[src/rtl/seg_pkg.sv]
package seg_pkg;
  localparam int SEG_W = 16;
  localparam int NSEG  = 4;
  localparam int IDX_W = $clog2(NSEG);

  typedef enum logic [2:0] {
    OP_NOP     = 3'd0,
    OP_LOAD    = 3'd1,
    OP_ADD     = 3'd2,
    OP_SUB     = 3'd3,
    OP_SETLIM  = 3'd4,
    OP_SETMODE = 3'd5
  } seg_op_e;

  typedef enum logic [1:0] {
    TC_NONE  = 2'd0,
    TC_PRIV  = 2'd1,
    TC_BELOW = 2'd2,
    TC_ABOVE = 2'd3
  } trap_cause_e;
endpackage

[src/rtl/seg_step_check.sv]
module seg_step_check
  import seg_pkg::*;
#(
  parameter int W = 16
) (
  input  logic         is_sub,
  input  logic         limited,
  input  logic [W-1:0] cur,
  input  logic [W-1:0] amt,
  input  logic [W-1:0] lo,
  input  logic [W-1:0] hi,
  output logic [W-1:0] nxt,
  output trap_cause_e  cause
);
  logic [W:0] wide;
  logic       over, under;

  always_comb begin
    wide  = is_sub ? ({1'b0, cur} - {1'b0, amt}) : ({1'b0, cur} + {1'b0, amt});
    nxt   = wide[W-1:0];
    over  = (!is_sub && wide[W]) || (!wide[W] && (wide[W-1:0] > hi));
    under = (is_sub && wide[W])  || (!wide[W] && (wide[W-1:0] < lo));
    if (!limited)   cause = TC_NONE;
    else if (over)  cause = TC_ABOVE;
    else if (under) cause = TC_BELOW;
    else            cause = TC_NONE;
  end
endmodule

[src/rtl/seg_phys_addr.sv]
module seg_phys_addr #(
  parameter int SEG_W = 16,
  parameter int OFF_W = 16,
  parameter int SHIFT = 4,
  localparam int PA_W = SEG_W + SHIFT + 1
) (
  input  logic             clk,
  input  logic             rst_n,
  input  logic [SEG_W-1:0] seg,
  input  logic [OFF_W-1:0] off,
  input  logic             wide_en,
  output logic [PA_W-1:0]  pa
);
  logic [PA_W-1:0] sum;

  always_comb begin
    sum = {1'b0, seg, {SHIFT{1'b0}}} + PA_W'(off);
    pa  = wide_en ? sum : {1'b0, sum[PA_W-2:0]};
  end

  AST_ADDR_WRAP: assert property (@(posedge clk) disable iff (!rst_n)
    !wide_en |-> !pa[PA_W-1]) else $error("address bit 20 set with gate low");
endmodule

[src/rtl/seg_bound_unit.sv]
module seg_bound_unit
  import seg_pkg::*;
#(
  parameter int SW  = 16,
  parameter int OW  = 16,
  parameter int SH  = 4,
  parameter int NS  = 4,
  localparam int IW = $clog2(NS),
  localparam int PW = SW + SH + 1
) (
  input  logic          clk,
  input  logic          rst_n,
  input  logic          cmd_valid,
  output logic          cmd_ready,
  input  logic [2:0]    cmd_op,
  input  logic [IW-1:0] cmd_sel,
  input  logic [SW-1:0] cmd_data,
  input  logic [SW-1:0] cmd_hi,
  input  logic          a20_en,
  input  logic [IW-1:0] addr_sel,
  input  logic [OW-1:0] addr_off,
  output logic [PW-1:0] phys_addr,
  output logic          user_mode,
  output logic          trap_pulse,
  output logic [1:0]    trap_cause,
  output logic [IW-1:0] trap_sel
);
  logic [NS-1:0][SW-1:0] seg_q, lo_q, hi_q;
  logic [SW-1:0]         step_nxt;
  trap_cause_e           step_cause, cause_d;
  logic                  is_step, is_priv;

  assign cmd_ready = 1'b1;

  seg_step_check #(.W(SW)) u_chk (
    .is_sub (cmd_op == OP_SUB),
    .limited(user_mode),
    .cur    (seg_q[cmd_sel]),
    .amt    (cmd_data),
    .lo     (lo_q[cmd_sel]),
    .hi     (hi_q[cmd_sel]),
    .nxt    (step_nxt),
    .cause  (step_cause)
  );

  always_comb begin
    is_step = (cmd_op == OP_ADD) || (cmd_op == OP_SUB);
    is_priv = (cmd_op == OP_LOAD) || (cmd_op == OP_SETLIM) || (cmd_op == OP_SETMODE);
    if (!cmd_valid)             cause_d = TC_NONE;
    else if (user_mode && is_priv) cause_d = TC_PRIV;
    else if (is_step)           cause_d = step_cause;
    else                        cause_d = TC_NONE;
  end

  for (genvar g = 0; g < NS; g++) begin : g_seg
    always_ff @(posedge clk) begin
      if (!rst_n) begin
        seg_q[g] <= '0;
        lo_q[g]  <= '0;
        hi_q[g]  <= '1;
      end else if (cmd_valid && cmd_sel == IW'(g) && cause_d == TC_NONE) begin
        if (cmd_op == OP_LOAD)  seg_q[g] <= cmd_data;
        if (is_step)            seg_q[g] <= step_nxt;
        if (cmd_op == OP_SETLIM) begin
          lo_q[g] <= cmd_data;
          hi_q[g] <= cmd_hi;
        end
      end
    end
  end

  always_ff @(posedge clk) begin
    if (!rst_n) begin
      user_mode  <= 1'b0;
      trap_pulse <= 1'b0;
      trap_cause <= 2'd0;
      trap_sel   <= '0;
    end else begin
      trap_pulse <= (cause_d != TC_NONE);
      trap_cause <= cause_d;
      trap_sel   <= cmd_sel;
      if (cause_d != TC_NONE)
        user_mode <= 1'b0;
      else if (cmd_valid && cmd_op == OP_SETMODE)
        user_mode <= cmd_data[0];
    end
  end

  seg_phys_addr #(.SEG_W(SW), .OFF_W(OW), .SHIFT(SH)) u_pa (
    .clk    (clk),
    .rst_n  (rst_n),
    .seg    (seg_q[addr_sel]),
    .off    (addr_off),
    .wide_en(a20_en),
    .pa     (phys_addr)
  );

  AST_TRAP_FREE_MODE: assert property (@(posedge clk) disable iff (!rst_n)
    trap_pulse |-> !user_mode) else $error("mode still limited after trap");
  AST_TRAP_SINGLE: assert property (@(posedge clk) disable iff (!rst_n)
    trap_pulse |=> !trap_pulse) else $error("trap strobe longer than one cycle");
  AST_SEG_HELD: assert property (@(posedge clk) disable iff (!rst_n)
    trap_pulse |-> (seg_q == $past(seg_q) && lo_q == $past(lo_q) && hi_q == $past(hi_q)))
    else $error("state changed on trapping command");
  AST_LOAD_LIMITED: assert property (@(posedge clk) disable iff (!rst_n)
    (cmd_valid && user_mode && cmd_op == OP_LOAD) |=> (trap_pulse && trap_cause == 2'd1))
    else $error("limited load did not trap");
  AST_FREE_NO_TRAP: assert property (@(posedge clk) disable iff (!rst_n)
    (cmd_valid && !user_mode) |=> !trap_pulse) else $error("trap from free mode");
  AST_IDLE_QUIET: assert property (@(posedge clk) disable iff (!rst_n)
    !cmd_valid |=> (!trap_pulse && $stable(seg_q))) else $error("change without command");
endmodule

[config.mk]
export PLATFORM = sky130hd
export DESIGN_NAME = seg_bound_unit
export DESIGN_NICKNAME = d
export VERILOG_FILES = /design/src/rtl/seg_pkg.sv /design/src/rtl/seg_step_check.sv /design/src/rtl/seg_phys_addr.sv /design/src/rtl/seg_bound_unit.sv
export SDC_FILE = /design/constraint.sdc
export NUM_CORES = 1
export LEC_CHECK = 0
export ABC_CLOCK_PERIOD_IN_PS = 7850
export CAP_MARGIN = 5
export CORE_ASPECT_RATIO = 0.5
export CORE_MARGIN = 1
export CORE_UTILIZATION = 25
export CTS_CLUSTER_SIZE = 10
export DETAILED_ROUTE_END_ITERATION = 7
export PLACE_DENSITY = 0.41
export SLEW_MARGIN = 0
export SYNTH_ARGS = -nofsm -noshare
export SYNTH_HDL_FRONTEND = slang
export SYNTH_HIERARCHICAL = 1
export SYNTH_SLANG_ARGS = --single-unit
[constraint.sdc]
create_clock -name clk -period 7.85 [get_ports clk]
set_input_delay 1.1775 -clock clk [delete_from_list [all_inputs] [get_ports clk]]
set_output_delay 1.1775 -clock clk [all_outputs]
set_load 0.01 [all_outputs]
**After elaboration in Yosys (flattened, before gate mapping)**

Index checks and enable logic that the tools add are counted.

- Register bits: 198

- $add $sub $neg: 3
- Order comparisons: 4
- Equality and inequality tests: 8
- Muxes and demuxes: 18
- Bitwise logic cells: 1
- Reduce and logical (&&, ||, !) cells: 34

Operators by type and width:

| kind | count |
|---|---|
| 16-bit binary-select mux with 2-bit select | 4 |
| 16-bit 2-to-1 mux | 6 |
| 20-bit by 16-bit adder with 21-bit output | 1 |
| 21-bit 2-to-1 mux | 1 |
| 16-bit by 16-bit adder with 17-bit output | 1 |
| 17-bit 2-to-1 mux | 1 |
| 16-bit by 16-bit subtractor with 17-bit output | 1 |
| 16-bit > comparator | 1 |
| 16-bit less-than comparator | 1 |
| 2-bit AND reduction | 8 |
| 1-bit logical AND | 14 |
| 2-bit 2-to-1 mux | 6 |
| 3-bit by 2-bit == test with 1-bit output (second input constant) | 2 |
| 3-bit == test (second input constant) | 2 |
| 2-bit by 3-bit less-than comparator with 1-bit output (second input constant) | 2 |
| 1-bit logical OR | 5 |
| 2-bit == test (second input constant) | 2 |
| 2-bit zero test | 2 |
| 2-bit nonzero test | 2 |
| 3-bit by 1-bit == test with 1-bit output (second input constant) | 1 |
| 2-bit by 1-bit == test with 1-bit output (second input constant) | 1 |
| 1-bit zero test | 2 |
| 2-bit OR reduction | 1 |
| 1-bit NOT | 1 |

**Longest topological paths before layout**

- Word-level depth: 16
- Depth in mapped cells: 28

**Cells and area by module**

The synthesis kept the hierarchy.

By module, submodules not included:

| module | times used | cells each | area an instance (um^2) | seq. area each (um^2) |
|---|---|---|---|---|
| seg_bound_unit | 1 | 879 | 8594.5 | 3963.8 |
| seg_step_check | 1 | 269 | 1940.6 | 0.0 |
| seg_phys_addr | 1 | 89 | 691.9 | 0.0 |

**Worst setup path before layout**

No wires, ideal clock.

- Kind: input to register
- Start point: input port cmd_op[1]
- End point: register seg_q[37] (netlist name)
- Library setup time: 0.126 ns
- Arrival time: 6.749 ns
- Data required time: 7.724 ns
- Slack: 0.975 ns
- Stages: 27
- Buffers on the path: 6
- Path through: nor2b_1 buf_2 buf_2 and2_1 clkbuf_1 clkbuf_1 mux2i_1 ha_1 nor2b_1 o31a_1 o2111ai_2 a21boi_2 or4b_1 nand3_1 ha_1 a211oi_1 nor2_1 a211o_1 o31a_1 o211ai_1 o41ai_2 nor4b_1 or2_1 buf_2 nand3_2 buf_2 mux2i_1

- Elaborated cells on any way between the ends: 31
- Those cells by class: order compare (2); eq/ne (5); mux (8); reduce/logical (16)

RTL lines:

| element | RTL line | source |
|---|---|---|
| from (decl) | seg_bound_unit.sv:15 | `input logic [2:0] cmd_op,` |
| 3-bit by 2-bit == test with 1-bit output | seg_bound_unit.sv:36 | `.is_sub (cmd_op == OP_SUB),` |
| 17-bit 2-to-1 mux | seg_step_check.sv:19 | `wide = is_sub ? ({1'b0, cur} - {1'b0, amt}) : ({1'b0, cur} + {1'b0, amt});` |
| via step_nxt[13] | seg_bound_unit.sv:29 | `logic [SW-1:0] step_nxt;` |
| 16-bit > comparator | seg_step_check.sv:21 | `over = (!is_sub && wide[W]) \|\| (!wide[W] && (wide[W-1:0] > hi));` |
| 1-bit logical AND | seg_step_check.sv:21 |  |
| 1-bit logical OR | seg_step_check.sv:21 |  |
| 2-bit 2-to-1 mux | seg_step_check.sv:24 | `else if (over) cause = TC_ABOVE;` |
| 2-bit 2-to-1 mux | seg_step_check.sv:23 | `if (!limited) cause = TC_NONE;` |
| via step_cause[0] | seg_bound_unit.sv:30 | `trap_cause_e step_cause, cause_d;` |
| 2-bit 2-to-1 mux | seg_bound_unit.sv:51 | `else if (is_step) cause_d = step_cause;` |
| 2-bit 2-to-1 mux | seg_bound_unit.sv:50 | `else if (user_mode && is_priv) cause_d = TC_PRIV;` |
| 2-bit 2-to-1 mux | seg_bound_unit.sv:49 | `if (!cmd_valid) cause_d = TC_NONE;` |
| 2-bit zero test | seg_bound_unit.sv:61 | `end else if (cmd_valid && cmd_sel == IW'(g) && cause_d == TC_NONE) begin` |
| 1-bit logical AND | seg_bound_unit.sv:61 |  |
| 2-bit AND reduction (no line) | -- |  |
| to (signal, indexed assignment) | seg_bound_unit.sv:62 | `if (cmd_op == OP_LOAD) seg_q[g] <= cmd_data;` |
| to (signal, indexed assignment) | seg_bound_unit.sv:63 | `if (is_step) seg_q[g] <= step_nxt;` |
| to (decl) | seg_bound_unit.sv:28 | `logic [NS-1:0][SW-1:0] seg_q, lo_q, hi_q;` |

The timed path passes the listed nets, and every way through them passes these cells.
A chain may end at the register's enable or synchronous reset.

**Worst setup path after layout**

- Start point: input port cmd_op[1]
- End point: register seg_q[53] (netlist name)

Same word-level chain as after synthesis.

==> results.ini <==
[run_status]
outcome=complete, no violations

[clock_tree]
cts_tree=built
cts_resized=0
clk_pin_slew_worst_paths_ps=80
insertion_delay_ps=460
cts_buffer_depth=2
holdBufCountCts=0
cts_root_buffer=clkbuf_16
post-cts-setup-buffers=0
clock-sinks=198
cts_inserted_buffers=17
h-tree-depth=4

[yosys]
ys_ff_latch=198
ys_top_cells_by_area=dfxtp_1 35%, mux4_2 13%, nand2_1 7.6%, nand3_1 6.9%, ha_1 6.7%
yosys_warnings=6
syn-cell-area_mm2=0.0112
synth_top_cell_area_share_pct=35.3
yosysMostFrequentCell=nand2_1
synth_flop_cell=dfxtp_1
synth_cells=1237
syn_nets=1358
yosys.cell_types.count=68
synthTopCellsByCount=227 x nand2_1, 198 x dfxtp_1, 155 x nand3_1, 93 x o21ai_0, 64 x mux4_2
postSynthAreaPerCell_um2=9.08
synth-edff-count=0
seq_area_frac_synth_pct=35.3
async_flop_share_pct=0
yosysTopAreaCell=dfxtp_1

[detailed_routing]
routedWlPerCell_um=18.1
dr.pass1.iters=7
antenna_left=0
num_vias=9095
route.detailed.drc=0
drtIter0Drc=575
viasPerCell=4.88
wl_um=33800

[pwr]
vdd_ir_drop_max_mv=0.155
powerDensity_mw_per_mm2=172
p_leak_nw=5.40

[die]
fp-row-count=54
io_pins=87
core_area_mm2=0.0439
die_y_um=152
start_util_pct=25.6
die-area_mm2=0.0458
die_x_um=302

[layout]
syn_to_final_growth_pct=15.9
stdcell_area_mm2=0.0130
antenna_cells=0
nets=1383
drive_gt1_share_pct=11.5

[sta]
fin_worst_skew_ps=10.3
fmax_mhz=139
finalCriticalPeriod_ps=7200
rsz0062_at_grt=false
fin_setup_tns_ps=0
setup_viol=0
finalMaxSlewViolations=0
finalHoldViolCount=0
period_share_pct=91.7
slew_headroom_pct=22.5
tightest_slew_ps=1160

[setup_path]
end_kind=register
path_max_fanout=16
critPathLaunchType=input pin
cp_data_arrival_time_ps=7570
ff2ff_setup_slack_ps=1700
crit_type=input pin to register
crit_required_ps=8230

[global_routing]
antenna_found_initial=0
grt_pass1_wl_um=52900
grt_pass1_vias=8961
grt_overflow_total=0
grt_use_total_pct=15.0
grt_max_degree=123

[place]
port-buffer-count=77
place_hpwl_um=23700
place.gp.congestion=0.811
placement.cell_area_mm2=0.0125

[run]
maxCapViolCount=0

[min_path]
hold_path_class=register to register

## worst paths after layout
| check | from | end | cells after the start |
|---|---|---|---|
| worst max-delay path | cmd_op[1] | seg_q[53]$_SDFFE_PN0P_ | 22 |
| worst min-delay path | lo_q[29]$_SDFFE_PN0P_ | lo_q[29]$_SDFFE_PN0P_ | 2 |
| worst max register to register | seg_q[16]$_SDFFE_PN0P_ | seg_q[53]$_SDFFE_PN0P_ | 23 |
| worst min register to register | lo_q[29]$_SDFFE_PN0P_ | lo_q[29]$_SDFFE_PN0P_ | 2 |
## report_power, final
part	switching, mW	leakage [nW]	internal (mW)
logic	0.200	3.53	0.143
clock network	0.450	0.272	0.421
registers	0.00855	1.60	1.02
total	0.658	5.40	1.58
## cell families after synthesis
| kind of cell | synth area share [%] |
|---|---|
| and+or+nand+nor | 20.2 |
| DFF | 35.3 |
| AOI/OAI and AO/OA | 10.4 |
| muxes | 18.9 |
| buffers and inverters | 5.08 |
| adders and majority gates | 7.04 |
| xor gates and xnor gates | 2.96 |
| other | 0.0334 |
## metal layers
layer | GRT usage, % | up-vias | part of all wire [%]
met5 | 0 | - | 0
met4 | 4.02 | 0 | 1.1
met3 | 2.10 | 21 | 2.8
met2 | 24.3 | 135 | 47
met1 | 21.0 | 4477 | 49
li1 | - | 4462 | -
## critical path: stages
cell,delay (ps)
clkdlybuf4s50_1,660
nor2b_1,200
and2_1,330
mux2i_1,330
ha_1,280
nor2b_1,140
o31a_1,310
o2111ai_2,260
a21boi_2,110
or4b_1,510
nand3_1,180
ha_1,270
a211oi_1,230
nor2_1,80
a211o_1,270
o31a_1,320
o211ai_1,220
o41ai_2,140
nor4b_1,490
or2_1,330
nand4_4,430
mux2i_1,300
## through the flow
step | hold WS [ps] | total power, mW | setup slack (ps) | cells | utilization [%]
finish | 461 | 2.24 | 653 | 1862 | 29.6
global route | 487 | 2.35 | 237 | 1862 | 29.6
CTS | 465 | 2.27 | 728 | 1862 | 29.6
detailed placement | 451 | 1.39 | 267 | 1831 | 28.4
global placement | 445 | 1.39 | 408 | 1831 | 28.4
floorplan | 435 | 1.26 | 975 | 1237 | -
## layout by cell type (no fill, tap or decap), types with 9 or more instances in the layout
master,instances
o21ai_1,14
buf_4,17
mux2_2,16
mux2i_1,50
ha_1,60
xor2_1,13
clkdlybuf4s50_1,74
nor2_1,30
a21oi_1,29
mux4_2,64
o21ai_0,92
inv_1,43
nand2_1,227
xnor2_1,25
nor2b_1,9
clkbuf_16,17
nand3_1,155
dfxtp_1,198
nor3_1,9
a21o_1,13
## layout make-up
type / instances / area [um^2]
Clock buffer: 18 / 429
Clock inverter: 13 / 133
Fill cell: 4571 / 30900
Inverter: 43 / 161
Multi-Input combinational cell: 909 / 6710
Sequential cell: 198 / 3960
Tap cell: 588 / 736
Timing Repair Buffer: 93 / 885
## flip-flops by register name, summed over array words and instances (netlist names)
name / cells
user_mode: 1
hi_q: 64
trap_sel: 2
lo_q: 64
trap_cause: 2
trap_pulse: 1
seg_q: 64
Power figures use the tool's default switching activity.
